### src/rtl/prd_pkg.sv
package prd_pkg;

  localparam int PIX_BITS = 3;

  function automatic logic in_span(int pos, int lo, int len);
    return (pos >= lo) && (pos < lo + len);
  endfunction

  function automatic int lin_index(int row, int col, int width);
    return row * width + col;
  endfunction

endpackage

### src/rtl/prd_axis_counter.sv
module prd_axis_counter #(
  parameter int LIMIT = 800,
  parameter int CW    = $clog2(LIMIT)
) (
  input  logic          clk,
  input  logic          rst_n,
  input  logic          step,
  output logic [CW-1:0] value,
  output logic          last
);

  localparam logic [CW-1:0] LAST_V = CW'(LIMIT - 1);

  assign last = (value == LAST_V);

  always_ff @(posedge clk) begin
    if (!rst_n) begin
      value <= '0;
    end else if (step) begin
      value <= last ? '0 : value + 1'b1;
    end
  end

endmodule

### src/rtl/prd_span_decode.sv
module prd_span_decode #(
  parameter int ACTIVE = 640,
  parameter int FRONT  = 16,
  parameter int SYNC   = 96,
  parameter int CW     = 10
) (
  input  logic [CW-1:0] pos,
  output logic          visible,
  output logic          sync_on
);
  import prd_pkg::*;

  localparam int SYNC_START = ACTIVE + FRONT;

  always_comb begin
    visible = in_span(int'(pos), 0, ACTIVE);
    sync_on = in_span(int'(pos), SYNC_START, SYNC);
  end

endmodule

### src/rtl/prd_window_addr.sv
module prd_window_addr #(
  parameter int IMG_W  = 120,
  parameter int IMG_H  = 90,
  parameter int IMG_X0 = 0,
  parameter int IMG_Y0 = 0,
  parameter int HCW    = 10,
  parameter int VCW    = 10,
  parameter int ADDR_W = 14
) (
  input  logic [HCW-1:0]    hpos,
  input  logic [VCW-1:0]    vpos,
  output logic              in_win,
  output logic [ADDR_W-1:0] addr
);
  import prd_pkg::*;

  int col_rel;
  int row_rel;

  always_comb begin
    col_rel = int'(hpos) - IMG_X0;
    row_rel = int'(vpos) - IMG_Y0;
    in_win  = in_span(int'(hpos), IMG_X0, IMG_W) && in_span(int'(vpos), IMG_Y0, IMG_H);
    addr    = in_win ? ADDR_W'(lin_index(row_rel, col_rel, IMG_W)) : '0;
  end

endmodule

### src/rtl/prd_out_stage.sv
module prd_out_stage (
  input  logic       clk,
  input  logic       rst_n,
  input  logic       hs_on,
  input  logic       vs_on,
  input  logic       visible,
  input  logic       in_win,
  input  logic [2:0] mem_data,
  output logic       hsync_n,
  output logic       vsync_n,
  output logic       red,
  output logic       green,
  output logic       blue
);

  logic hs_q;
  logic vs_q;
  logic show_q;

  always_ff @(posedge clk) begin
    if (!rst_n) begin
      hs_q   <= 1'b0;
      vs_q   <= 1'b0;
      show_q <= 1'b0;
    end else begin
      hs_q   <= hs_on;
      vs_q   <= vs_on;
      show_q <= in_win && visible;
    end
  end

  assign hsync_n = !hs_q;
  assign vsync_n = !vs_q;
  assign red     = show_q & mem_data[2];
  assign green   = show_q & mem_data[1];
  assign blue    = show_q & mem_data[0];

endmodule

### src/rtl/pixel_raster_display.sv
module pixel_raster_display #(
  parameter int H_ACTIVE = 640,
  parameter int H_FRONT  = 16,
  parameter int H_SYNC   = 96,
  parameter int H_BACK   = 48,
  parameter int V_ACTIVE = 480,
  parameter int V_FRONT  = 10,
  parameter int V_SYNC   = 2,
  parameter int V_BACK   = 33,
  parameter int IMG_W    = 120,
  parameter int IMG_H    = 90,
  parameter int IMG_X0   = 0,
  parameter int IMG_Y0   = 0,
  parameter int ADDR_W   = $clog2(IMG_W * IMG_H)
) (
  input  logic              clk,
  input  logic              rst_n,
  output logic [ADDR_W-1:0] mem_addr,
  input  logic [2:0]        mem_data,
  output logic              hsync_n,
  output logic              vsync_n,
  output logic              red,
  output logic              green,
  output logic              blue
);

  localparam int H_TOTAL = H_ACTIVE + H_FRONT + H_SYNC + H_BACK;
  localparam int V_TOTAL = V_ACTIVE + V_FRONT + V_SYNC + V_BACK;
  localparam int HCW     = $clog2(H_TOTAL);
  localparam int VCW     = $clog2(V_TOTAL);

  logic [HCW-1:0] hpos;
  logic [VCW-1:0] vpos;
  logic           h_last;
  logic           v_last;
  logic           h_visible;
  logic           v_visible;
  logic           h_sync_on;
  logic           v_sync_on;
  logic           in_win;

  prd_axis_counter #(.LIMIT(H_TOTAL), .CW(HCW)) i_hcnt (
    .clk(clk), .rst_n(rst_n), .step(1'b1), .value(hpos), .last(h_last)
  );

  prd_axis_counter #(.LIMIT(V_TOTAL), .CW(VCW)) i_vcnt (
    .clk(clk), .rst_n(rst_n), .step(h_last), .value(vpos), .last(v_last)
  );

  prd_span_decode #(.ACTIVE(H_ACTIVE), .FRONT(H_FRONT), .SYNC(H_SYNC), .CW(HCW)) i_hdec (
    .pos(hpos), .visible(h_visible), .sync_on(h_sync_on)
  );

  prd_span_decode #(.ACTIVE(V_ACTIVE), .FRONT(V_FRONT), .SYNC(V_SYNC), .CW(VCW)) i_vdec (
    .pos(vpos), .visible(v_visible), .sync_on(v_sync_on)
  );

  prd_window_addr #(
    .IMG_W(IMG_W), .IMG_H(IMG_H), .IMG_X0(IMG_X0), .IMG_Y0(IMG_Y0),
    .HCW(HCW), .VCW(VCW), .ADDR_W(ADDR_W)
  ) i_win (
    .hpos(hpos), .vpos(vpos), .in_win(in_win), .addr(mem_addr)
  );

  prd_out_stage i_out (
    .clk(clk), .rst_n(rst_n),
    .hs_on(h_sync_on), .vs_on(v_sync_on),
    .visible(h_visible && v_visible), .in_win(in_win),
    .mem_data(mem_data),
    .hsync_n(hsync_n), .vsync_n(vsync_n),
    .red(red), .green(green), .blue(blue)
  );

endmodule

### config.mk
export PLATFORM = sky130hd
export DESIGN_NAME = pixel_raster_display
export DESIGN_NICKNAME = d
export VERILOG_FILES = /design/src/rtl/prd_pkg.sv /design/src/rtl/prd_axis_counter.sv /design/src/rtl/prd_span_decode.sv /design/src/rtl/prd_window_addr.sv /design/src/rtl/prd_out_stage.sv /design/src/rtl/pixel_raster_display.sv
export SDC_FILE = /design/constraint.sdc
export NUM_CORES = 1
export LEC_CHECK = 0
export CAP_MARGIN = 15
export CELL_PAD_IN_SITES_DETAIL_PLACEMENT = 2
export CELL_PAD_IN_SITES_GLOBAL_PLACEMENT = 2
export CORE_ASPECT_RATIO = 2
export CORE_MARGIN = 4
export CORE_UTILIZATION = 35
export DETAILED_ROUTE_END_ITERATION = 8
export GPL_TIMING_DRIVEN = 1
export PLACE_DENSITY_LB_ADDON = 0.1
export RECOVER_POWER = 25
export SLEW_MARGIN = 10
export SYNTH_ARGS = -nofsm -noshare
export SYNTH_HDL_FRONTEND = slang
export SYNTH_HIERARCHICAL = 1
export SYNTH_SLANG_ARGS = --single-unit
### constraint.sdc
create_clock -name clk -period 5.2 [get_ports clk]
set_input_delay 0.78 -clock clk [delete_from_list [all_inputs] [get_ports clk]]
set_output_delay 0.78 -clock clk [all_outputs]
set_load 0.03 [all_outputs]
After elaboration in Yosys (flattened, before gate mapping)
Cells that the tools add are included.

storage, ports and cells
  flip-flop bits (word level) = 23
  input port bits = 5
  latch bits = 0
  bits in writable memories = 0
  output and inout bits = 19
  memories kept = 0
  memory bits (read-only) = 0

cells by class
  muxes and demuxes = 2
  add/subtract/negate cells = 3
  shifts and indexed selects = 0
  reductions and logical operators = 8
  equality and inequality tests = 2
  multipliers = 1
  magnitude comparators = 8
  divide/modulo/power cells = 0
  bitwise logic cells = 4

operators by type and width
  operator                                                            count
  adder 10 x 1 -> 10 bit, second input constant                       2
  == test 10 bit, second input constant                               2
  less-than comparator 10 bit, second input constant                  2
  less-than comparator 10 x 7 -> 1 bit, second input constant         2
  less-than comparator 10 x 9 -> 1 bit, second input constant         2
  adder 14 x 10 -> 14 bit                                             1
  two-way mux 14 bit                                                  1
  multiplier 10 x 4 -> 11 bit, second input constant                  1
  greater-or-equal comparator 10 bit, second input constant           1
  greater-or-equal comparator 10 x 9 -> 1 bit, second input constant  1
  two-way mux 10 bit                                                  1
  logical AND 1 bit                                                   5
  AND 1 bit                                                           3
  logical NOT 1 bit                                                   2
  OR reduction 2 bit                                                  1
  inverter 1 bit                                                      1

Depth between registers and ports, before layout
  word-level depth = 3
  gate-level depth with buffers = 16
  mapped depth without buffers = 16

By module
The synthesis kept the hierarchy.

by module, submodules not included
  module                      times used  cells an instance  sequential area each (µm²)  area each (µm²)
  prd_window_addr             1           156                0.0                         1272.5
  prd_axis_counter at i_vcnt  1           57                 200.2                       513.0
  prd_axis_counter at i_hcnt  1           52                 200.2                       471.7
  prd_out_stage               1           11                 60.1                        106.4
  prd_span_decode at i_hdec   1           5                  0.0                         37.5
  prd_span_decode at i_vdec   1           4                  0.0                         33.8
  pixel_raster_display        1           2                  0.0                         10.0

Worst setup path before layout
No wires, ideal clock.

  path type = register to output
  from = register i_vcnt.value[2]
  to = output port mem_addr[13]
  path buffers = 0
  cell stages (with the launch flop) = 15
  arrival time = 3839 ps
  slack = 581 ps
  cells stage by stage = dfxtp_1 > inv_1 > fa_1 > fa_1 > inv_1 > ha_1 > inv_1 > o21ai_0 > xor2_1 > ha_1 > o21a_1 > o31a_1 > o21ai_1 > o311ai_0 > a21oi_1

between the ends
  longest elaborated chain between the ends = 3
  elaborated cells between the ends (all ways) = 5
  those cells by class = add/sub: 1; mul: 1; order compare: 1; mux: 1; reduce/logical: 1

ends and longest elaborated chain
  what                                                                                        RTL line                              source
  start: declaration                                                                          prd_axis_counter.sv:8                 output logic [CW-1:0] value,
  start signal: assignment                                                                    prd_axis_counter.sv:20                value <= last ? '0 : value + 1'b1;
  multiplier 10 x 4 -> 11 bit / less-than comparator 10 x 7 -> 1 bit (equally long branches)  prd_pkg.sv:10, prd_pkg.sv:6
  adder 14 x 10 -> 14 bit / logical AND 1 bit (equally long branches)                         prd_pkg.sv:10, prd_window_addr.sv:23
  two-way mux 14 bit (*)                                                                      prd_window_addr.sv:24                 addr = in_win ? ADDR_W'(lin_index(row_rel, col_rel, IMG_W)) : '0;
  end: declaration                                                                            pixel_raster_display.sv:18            output logic [ADDR_W-1:0] mem_addr,

Every way passes the cells marked *; elsewhere a longest branch is shown, timed or not.

Worst setup path in the final report
  from = register i_vcnt.value[2]
  to = output port mem_addr[11]

Same word-level chain as after synthesis.

==> flow_summary.yaml <==
clock_tree:
  cts.sinks: 23
  clock_path_buffers: 2
  cts.clk_slew.worst_paths_ns: 0.06
  post_cts.repair.setup_buffers: 0
  cts-root-buf: "clkbuf_16"
  cts_max_level: 1
  cts_tree: "built"
  hold_buffers: 0
  cts_buffers: 3
  insertion_delay_ns: 0.26
global_route:
  track_usage_pct: 17.6
  grt-ovfl-total: 0
  antenna_found_initial: 0
  grt_pass1_wl_um: 11500
  grt_pass1_vias: 2423
  grt_max_degree: 13
floorplanning:
  dieHeight_um: 126
  dieArea_um2: 8450
  io_pins: 24
  initial_core_util_pct: 36.3
  rows: 42
  core_area_um2: 6730
  fp.dieW_um: 67.0
power:
  pwr-share-seq_pct: 47.6
  switchingPower_w: 0.0000843
  irDropWorstVdd_uv: 199
  internal_power_w: 0.000295
  p_leak_nw: 1.21
  p_comb_share_pct: 6.8
  powerDensity_nw_per_um2: 131
  pwr-share-clk_pct: 45.6
  sw_frac_of_total_pct: 22.2
worst_setup_path:
  slowest_stage: "fa_1"
  cp.required_ns: 4.42
  crit_chain: "inv_1 -> fa_1 -> fa_1 -> inv_1 -> ha_1 -> inv_1 -> o21ai_0 -> xor2_1 -> ha_1 -> o21a_1 -> o31a_1 -> o21ai_1 -> xnor2_1 -> nor2_1 -> clkdlybuf4s15_1"
  cp_common_cell: "inv_1"
  critPathKind: "reg -> out"
  slowest_delay_ns: 0.51
  critPathBufInv: 4
  crit_family: "adder cells"
  crit_path_end_kind: "output pin"
  regToRegSetupSlack_ns: 2.14
  cp_max_fo: 4
  start_kind: "flip-flop"
  cp.arrival_ns: 4.14
hold_path:
  hp-class: "reg -> reg"
finish:
  final_nets: 363
  layout-drive-gt1-share_pct: 9.46
  antenna_cells: 0
  area_growth_syn_to_layout_pct: 18.4
  nFillCells: 834
placed_design:
  io_buffers: 23
  hpwl_um: 5760
  finalWeightedCongestion: 0.721
sta:
  hold_viol: 0
  clock_skew_ns: 0.00109
  worst_pin_slew_ns: 1.08
  report.final.slew_viol_count: 0
  setup_viol: 0
  timing.hold.ws_ns: 0.621
  slew_headroom_pct: 26.9
  period_minus_slack_ns: 4.92
  tns_ns: 0
  fmax_mhz: 203
  rsz0062_at_grt: "false"
  period_share_pct: 94.6
routing:
  firstDrtPassIters: 2
  drtAntennaViolNets: 0
  route.detailed.drc: 0
  drt_iter0_drc: 39
  vias: 2152
  post_drt_wl_per_cell_um: 17.0
  vias_per_cell: 5.31
  wl_um: 6900
yosys:
  syn_area_um2: 2440
  synth_nets: 331
  avgSynthCellArea_um2: 8.53
  synth_cells: 286
  synth-warning-count: 6
run_status:
  status: "finished, final reports clean"
run:
  drv_cap: 0
-- worst register-to-register path: cells and delay by family (launching register included) --
family | cells | cell delay, ns
and+or+nand+nor | 5 | 2.20
DFF | 1 | 0.41
adders and majority gates | 1 | 0.27
AOI/OAI and AO/OA | 1 | 0.13
-- power groups by stage --
stage	combinational [W]	clock (W)	sequential (W)
global route	0.0000278	0.000184	0.000181
detailed placement	0.0000265	0	0.000185
floorplan	0.0000157	0	0.000184
global placement	0.0000261	0	0.000185
finish	0.0000257	0.000173	0.000181
CTS	0.0000268	0.000180	0.000181
-- layout by cell type, fill, tap and decap left out, types with 3 or more instances in the layout --
master            n
a21oi_1          10
buf_4            10
clkdlybuf4s50_1  17
fa_1             16
nor3_1            6
xor2_1           11
nor2_1           31
o21ai_0           8
nand2_1          12
dfxtp_1          23
ha_1             24
and2_1            9
inv_1            41
xnor2_1          15
nand4_1           7
and3_1            3
o31ai_1           4
or4_1             3
clkbuf_16         3
nand3_1           9
o21a_1            3
or3_1             4
-- repair_timing --
action	4_1_cts	5_1_grt
gates resized for setup	1	4
pin swaps	0	0
setup endpoints to repair	1	4
-- area by class of cell --
cell class	instances	area (um2)	share of cell area, %
repair buffers	31	290	10.1
well taps	88	110	3.81
flip-flops and latches	23	460	16.0
clock buffers	4	78.8	2.73
inverters	42	171	5.94
multi-input cells	217	1780	61.5
-- sequential cells by signal (all words and copies together), names as in the netlist --
| name | cells |
|---|---|
| i_out/hs_q | 1 |
| i_hcnt/value | 10 |
| i_vcnt/value | 10 |
| i_out/show_q | 1 |
| i_out/vs_q | 1 |
-- stage by stage --
| step | utilization [%] | instance area [um2] | cells | setup slack [ns] | total power [W] |
|---|---|---|---|---|---|
| 6_report | 42.9 | 2890 | 405 | 0.279 | 0.000379 |
| 5_1_grt | 42.9 | 2890 | 405 | 0.00896 | 0.000393 |
| 4_1_cts | 43.0 | 2890 | 405 | 0.0416 | 0.000388 |
| 3_5_place_dp | 41.8 | 2810 | 401 | 0.239 | 0.000211 |
| 3_3_place_gp | 41.8 | 2810 | 401 | 0.347 | 0.000211 |
| 2_1_floorplan | - | 2440 | 286 | 0.581 | 0.000200 |
-- worst paths after layout --
check	from	end	cells past startpoint
min	i_vcnt/value[5]	i_vcnt/value[5]	2
min reg2reg	i_vcnt/value[5]	i_vcnt/value[5]	2
max	i_vcnt/value[2]	mem_addr[11]	15
max reg2reg	i_hcnt/value[0]	i_vcnt/value[8]	7
-- metal layers --
layer / up-vias / track usage [%] / share of wire (%)
li1: 1032 / - / -
met1: 1097 / 17.1 / 34
met5: - / 0 / 0
met4: 0 / 6.22 / 1.9
met2: 15 / 36.0 / 63
met3: 8 / 0.891 / 0.83
Power figures use the tool's default switching activity.
